--- config.mk ---
export PLATFORM = sky130hd
export DESIGN_NAME = spi_xact_master
export DESIGN_NICKNAME = d
export VERILOG_FILES = /design/src/rtl/spi_xact_master.sv
export SDC_FILE = /design/constraint.sdc
export NUM_CORES = 1
export LEC_CHECK = 0
export ABC_AREA = 0
export CORE_MARGIN = 2
export CORE_UTILIZATION = 30
export DETAILED_ROUTE_END_ITERATION = 12
export PLACE_DENSITY = 0.49
export REMOVE_ABC_BUFFERS = 1
export SYNTH_ARGS = -nofsm -noshare
export SYNTH_HDL_FRONTEND = slang
export SYNTH_SLANG_ARGS = --single-unit
--- constraint.sdc ---
create_clock -name clk -period 5.7 [get_ports clk]
set_input_delay 0.57 -clock clk [delete_from_list [all_inputs] [get_ports clk]]
set_output_delay 0.57 -clock clk [all_outputs]
set_load 0.05 [all_outputs]
--- src/rtl/spi_xact_master.sv ---
module spi_xact_master #(
  parameter int DW   = 32,
  parameter int LW   = 5,
  parameter int DIVW = 8,
  parameter int NCS  = 4
) (
  input  logic          clk,
  input  logic          rst_n,
  input  logic          wr_en,
  input  logic          wr_sel,
  input  logic [DW-1:0] wr_data,
  output logic          busy,
  output logic          busy_err,
  output logic          rd_valid,
  output logic [DW-1:0] rd_data,
  output logic          sclk_o,
  output logic          sclk_oe,
  output logic          mosi_o,
  output logic          mosi_oe,
  input  logic          mosi_i,
  input  logic          miso_i,
  output logic [NCS-1:0] cs_o,
  output logic          cs_oe
);
  localparam int SW = LW + 1;
  localparam logic [DW-1:0] CFG_RST = (DW'(2) << 16) | DW'(3);

  typedef enum logic [1:0] {S_IDLE, S_XFER, S_HOLD} st_t;

  st_t             st;
  logic [DW-1:0]   cfg, act, sh, rx;
  logic [DIVW-1:0] div_cnt;
  logic [SW-1:0]   slot;

  logic            a_end, a_inp, a_cspol, a_cpol, a_cpha, a_lsb, a_hd;
  logic [DIVW-1:0] a_div, div_eff, setup_len;
  logic [SW-1:0]   nbits;
  logic [NCS-1:0]  a_cs;

  assign a_end   = act[1];
  assign a_inp   = act[2];
  assign a_cspol = act[3];
  assign a_cpol  = act[4];
  assign a_cpha  = act[5];
  assign a_lsb   = act[6];
  assign a_hd    = act[7];
  assign a_div   = act[16 +: DIVW];
  assign a_cs    = act[24 +: NCS];
  assign nbits   = {1'b0, act[8 +: LW]} + SW'(1);
  assign div_eff = (a_div < DIVW'(2)) ? DIVW'(2) : a_div;
  assign setup_len = div_eff - (div_eff >> 1);

  logic bit_slot, slot_end, lead_pre, trail_pre, last, smp, shf, din, accept, offline;

  assign busy      = (st == S_XFER);
  assign offline   = cfg[0];
  assign bit_slot  = (slot != '0);
  assign slot_end  = (div_cnt == div_eff - DIVW'(1));
  assign lead_pre  = busy && bit_slot && (div_cnt == setup_len - DIVW'(1));
  assign trail_pre = busy && bit_slot && slot_end;
  assign last      = busy && (slot == nbits) && slot_end;
  assign smp       = a_cpha ? trail_pre : lead_pre;
  assign shf       = a_cpha ? (lead_pre && slot >= SW'(2)) : (trail_pre && slot != nbits);
  assign din       = a_hd ? mosi_i : miso_i;
  assign accept    = wr_en && !busy;

  always_ff @(posedge clk or negedge rst_n) begin
    if (!rst_n) begin
      st       <= S_IDLE;
      cfg      <= CFG_RST;
      act      <= CFG_RST;
      sh       <= '0;
      rx       <= '0;
      div_cnt  <= '0;
      slot     <= '0;
      busy_err <= 1'b0;
      rd_valid <= 1'b0;
    end else begin
      busy_err <= wr_en && busy;
      rd_valid <= last && a_inp;
      if (accept && wr_sel) cfg <= wr_data;
      if (accept && !wr_sel) begin
        act     <= cfg;
        sh      <= wr_data;
        rx      <= '0;
        div_cnt <= '0;
        slot    <= '0;
        st      <= S_XFER;
      end else if (busy) begin
        if (slot_end) begin
          div_cnt <= '0;
          slot    <= slot + SW'(1);
        end else begin
          div_cnt <= div_cnt + DIVW'(1);
        end
        if (smp) rx <= a_lsb ? {din, rx[DW-1:1]} : {rx[DW-2:0], din};
        if (shf) sh <= a_lsb ? {1'b0, sh[DW-1:1]} : {sh[DW-2:0], 1'b0};
        if (last) st <= a_end ? S_IDLE : S_HOLD;
      end
    end
  end

  assign rd_data = rx;
  assign sclk_o  = a_cpol ^ (busy && bit_slot && div_cnt >= setup_len);
  assign mosi_o  = a_lsb ? sh[0] : sh[DW-1];
  assign sclk_oe = !offline;
  assign cs_oe   = !offline;
  assign mosi_oe = !offline && !(busy && a_hd && a_inp);

  for (genvar i = 0; i < NCS; i++) begin : g_cs
    assign cs_o[i] = ((st != S_IDLE) && a_cs[i]) ? a_cspol : !a_cspol;
  end

  a_r8_busy_err: assert property (@(posedge clk) disable iff (!rst_n)
    (wr_en && busy) |=> busy_err);
  a_r2_start: assert property (@(posedge clk) disable iff (!rst_n)
    (wr_en && !wr_sel && !busy) |=> busy);
  a_r7_offline_now: assert property (@(posedge clk) disable iff (!rst_n)
    (wr_en && wr_sel && !busy && wr_data[0]) |=> (!sclk_oe && !cs_oe && !mosi_oe));
  a_r7_online_now: assert property (@(posedge clk) disable iff (!rst_n)
    (wr_en && wr_sel && !busy && !wr_data[0]) |=> (sclk_oe && cs_oe));
  a_r9_rd_after_xfer: assert property (@(posedge clk) disable iff (!rst_n)
    rd_valid |-> (!busy && $past(busy)));
  a_r5_sclk_quiet: assert property (@(posedge clk) disable iff (!rst_n)
    (!busy && $past(!busy)) |-> $stable(sclk_o));
  a_r3_div_bound: assert property (@(posedge clk) disable iff (!rst_n)
    busy |-> (div_cnt < div_eff));
endmodule

==> qor.json <==
{
  "slew_violations": {"value": 0},
  "areaGrowthSynthToFinish": {"value": 21.3, "unit": "%"},
  "grt_start_max_net_pins": {"value": 78},
  "clk-insertion-delay-late": {"value": 0.42, "unit": "ns"},
  "fillers": {"value": 2642},
  "yosys.area.top_type_share": {"value": 39.8, "unit": "%"},
  "met2_length": {"value": 9140, "unit": "um"},
  "antenna_diode_count": {"value": 0},
  "criticalPathCategory": {"value": "reg -> out"},
  "detail_route.iter0.violations": {"value": 329},
  "layout.cells.most_common": {"value": "sky130_fd_sc_hd__nand2_1"},
  "drt-met1-wl": {"value": 9540, "unit": "um"},
  "setup_tns": {"value": 0, "unit": "ns"},
  "syn-mean-instance-area": {"value": 10.2, "unit": "um^2"},
  "cts-hold-fix-buffers": {"value": 0},
  "peakVddDrop": {"value": 0.144, "unit": "mV"},
  "finish.utilization": {"value": 37.0, "unit": "%"},
  "ant_nets": {"value": 0},
  "share_of_flip_flops_with_an_asynchronous_set_or_reset_after_synthesis": {"value": 100, "unit": "%"},
  "die_area": {"value": 27700, "unit": "um^2"},
  "vias_per_cell": {"value": 4.81},
  "leading_cell_types_by_total_area_after_synthesis": {"value": "sky130_fd_sc_hd__dfrtp_1 40%, sky130_fd_sc_hd__mux2i_1 12%, sky130_fd_sc_hd__nand2_1 6.7%"},
  "synth-xor-area-share": {"value": 3.91, "unit": "%"},
  "ios": {"value": 82},
  "share_of_synthesized_cell_area_in_full_adder_half_adder_and_majority_cells": {"value": 5.14, "unit": "%"},
  "static-leakage-power": {"value": 4.02, "unit": "nW"},
  "antenna_found_initial": {"value": 0},
  "vias_in_the_first_global_route": {"value": 5874},
  "syn-cell-area": {"value": 7930, "unit": "um^2"},
  "fraction_of_the_cycle_the_final_worst_path_needs": {"value": 92.2, "unit": "%"},
  "drv_cap": {"value": 0},
  "global_route.usage.total": {"value": 14.2, "unit": "%"},
  "met3_length": {"value": 374, "unit": "um"},
  "cpPeakStageDelay": {"value": 0.40, "unit": "ns"},
  "overflow": {"value": 0},
  "timing.critical_path.arrival": {"value": 4.69, "unit": "ns"},
  "synth_simple_gate_area_share": {"value": 14.2, "unit": "%"},
  "rows": {"value": 59},
  "post_route_cells_drive_above_1_share": {"value": 14.0, "unit": "%"},
  "yosys.cell_types.count": {"value": 70},
  "commonest_cells_after_routing_fill_and_taps_aside": {"value": "142 x sky130_fd_sc_hd__nand2_1, 125 x sky130_fd_sc_hd__dfrtp_1, 95 x sky130_fd_sc_hd__mux2i_1"},
  "timing.reg2reg.worst_path_depth": {"value": 16},
  "final_net_count": {"value": 916},
  "critical_path_required": {"value": 5.13, "unit": "ns"},
  "post-cts-setup-buffers": {"value": 0},
  "ctsHtreeMaxLevel": {"value": 4},
  "tightestPinTransition": {"value": 1.05, "unit": "ns"},
  "drtPass1Iterations": {"value": 4},
  "critical_path.cell_chain": {"value": "inv_1 > ha_1 > and3b_1 > nand2_1 > nand2b_1 > ha_1 > inv_1 > fa_1 > xor2_1 > ha_1 > a21o_1 > a21o_1 > a221oi_1 > o21bai_1 > o311ai_1 > buf_2"},
  "critical_path.slowest_cell": {"value": "sky130_fd_sc_hd__fa_1"},
  "core": {"value": 26000, "unit": "um^2"},
  "relSlewSlack": {"value": 29.9, "unit": "%"},
  "route.top_layer_used": {"value": "met4"},
  "synthesis.instances": {"value": 779},
  "final_wtd_congestion": {"value": 0.804},
  "clk_transition_reported_paths": {"value": 0.07, "unit": "ns"},
  "floorplan.initialDensity": {"value": 30.5, "unit": "%"},
  "setup_viol_count_final": {"value": 0},
  "clockBufferDepth": {"value": 2},
  "cts-root-buf": {"value": "sky130_fd_sc_hd__clkbuf_16"},
  "clock-sinks": {"value": 131},
  "hold_path_class": {"value": "in -> async"},
  "tritoncts": {"value": "built"},
  "final.setup_skew": {"value": 0.0121, "unit": "ns"},
  "yosys_warnings": {"value": 0},
  "netlist.top_cell.by_area": {"value": "sky130_fd_sc_hd__dfrtp_1"},
  "achievable-frequency": {"value": 0.190, "unit": "GHz"},
  "synth_enable_flop_cells": {"value": 0},
  "timing.final.crit_period": {"value": 5.26, "unit": "ns"},
  "cts-buffers-inserted": {"value": 17},
  "grt_first_pass_wirelength": {"value": 32000, "unit": "um"},
  "route.vias.total": {"value": 5740},
  "synth_seq_cells": {"value": 131},
  "synth_flop_cell": {"value": "sky130_fd_sc_hd__dfrtp_1"},
  "critical_path.endpoint_type": {"value": "output pin"},
  "power_per_cell_area": {"value": 212, "unit": "nW/um^2"},
  "chipWidth": {"value": 167, "unit": "um"},
  "dominant_combinational_cell_family_by_area_after_synthesis": {"value": "multiplexers"},
  "synth_sequential_area_ratio": {"value": 41.4, "unit": "%"},
  "worst_setup_path_start_kind": {"value": "flop"},
  "post_drt_wl_per_cell": {"value": 16.1, "unit": "um"},
  "synth_compound_gate_area_share": {"value": 9.89, "unit": "%"},
  "die_h": {"value": 167, "unit": "um"},
  "wl": {"value": 19200, "unit": "um"},
  "synth.area.mux_share": {"value": 21.3, "unit": "%"},
  "path_common_cell": {"value": "sky130_fd_sc_hd__ha_1"},
  "r2r_setup_slack": {"value": 0.90, "unit": "ns"},
  "outcome": {"value": "finished, final reports clean"},
  "place.detailed.hpwl": {"value": 13100, "unit": "um"},
  "critical_path.max_fanout": {"value": 8},
  "setup_repair_after_global_routing_missed_its_margin": {"value": "no"},
  "hold_violations": {"value": 0},
  "drc": {"value": 0},
  "numPortBuffers": {"value": 81}
}
-- per-layer routing --
metal	vias to the layer above	track usage, %
met5	-	0
met1	2813	19.2
li1	2863	-
met2	54	23.4
met3	10	2.76
met4	0	3.56
-- sequential cells by signal (all words and copies together) (netlist names) --
signal and count:
div_cnt 8, busy_err 1, rd_data 32, act 24, slot 6, sh 32, st 2, cfg 25
rd_valid 1
-- synthesized netlist by cell type (5+ instances only) --
master and n:
sky130_fd_sc_hd__nand2_1 142, sky130_fd_sc_hd__dfrtp_1 126, sky130_fd_sc_hd__mux2i_1 95, sky130_fd_sc_hd__o21ai_0 56
sky130_fd_sc_hd__ha_1 31, sky130_fd_sc_hd__inv_1 31, sky130_fd_sc_hd__clkbuf_1 29, sky130_fd_sc_hd__mux2_4 29
sky130_fd_sc_hd__mux2_2 25, sky130_fd_sc_hd__nor2_1 17, sky130_fd_sc_hd__xor2_1 15, sky130_fd_sc_hd__xnor2_1 14
sky130_fd_sc_hd__nand3_1 13, sky130_fd_sc_hd__a21oi_1 11, sky130_fd_sc_hd__nor2b_1 9, sky130_fd_sc_hd__a21o_1 8
sky130_fd_sc_hd__nor3b_1 8, sky130_fd_sc_hd__a211oi_1 7, sky130_fd_sc_hd__a31oi_1 7, sky130_fd_sc_hd__nand2b_1 7
sky130_fd_sc_hd__nor3_1 7, sky130_fd_sc_hd__and3_1 6, sky130_fd_sc_hd__buf_4 5, sky130_fd_sc_hd__dfstp_2 5
sky130_fd_sc_hd__nand4_1 5
-- cells by family (layout without fill, tap and decap cells) --
logic type,Yosys count,count (layout)
AO/OA/AOI/OAI,117,117
flip-flops,131,131
multiplexers,151,151
adder cells (fa/ha/maj),32,32
AND/OR/NAND/NOR,240,240
XOR/XNOR,32,32
buffers and inverters,76,156
-- final cells by class --
cell class | count | area, um^2 | share of cell area (%)
timing repair buffer | 91 | 895 | 9.31
clock buffer | 17 | 425 | 4.42
inverter | 33 | 124 | 1.29
multi-input combinational | 572 | 4320 | 45.0
clock inverter | 15 | 139 | 1.44
tap | 335 | 419 | 4.36
sequential | 131 | 3290 | 34.2
-- worst max-delay path, delay by kind of cell (launching register included) --
family                     cells  cell delay [ns]
buffers and inverters          3             0.58
adders and majority gates      4             1.13
AOI/OAI and AO/OA              5             1.12
DFF                            1             0.38
xor gates and xnor gates       1             0.35
and+or+nand+nor                3             0.71
-- through the flow --
step	cell area [um^2]	setup WS, ns	hold WS [ns]	std cells	power, mW
floorplan	7720	0.171	0.274	736	0.950
detailed placement	9050	0.223	0.441	1162	1.00
global placement	9050	0.316	0.440	1162	1.00
global route	9610	0.00872	0.235	1194	2.12
CTS	9620	0.0812	0.220	1194	2.08
finish	9610	0.442	0.178	1194	2.04
-- where the power goes --
group          switching [mW]  internal, mW
registers            0.000115         0.930
logic                  0.0294        0.0243
clock network           0.478         0.578
-- path summary, 6_finish.rpt --
| kind | to | from |
|---|---|---|
| worst max-delay path | sclk_o | act[21] |
| worst min-delay path | div_cnt[1] | rst_n |
| worst max register to register | rd_data[21] | act[21] |
| worst min register to register | act[17] | cfg[17] |
| max in group asynchronous | act[22] | rst_n |
| min in group clk | act[17] | cfg[17] |
-- timing repair --
item | 4_1_cts | 5_1_grt
gates resized for setup | 1 | 5
pin swaps | 0 | 0
endpoints found under the setup margin | 1 | 1
Note: power is estimated with default switching activity, not from simulation.
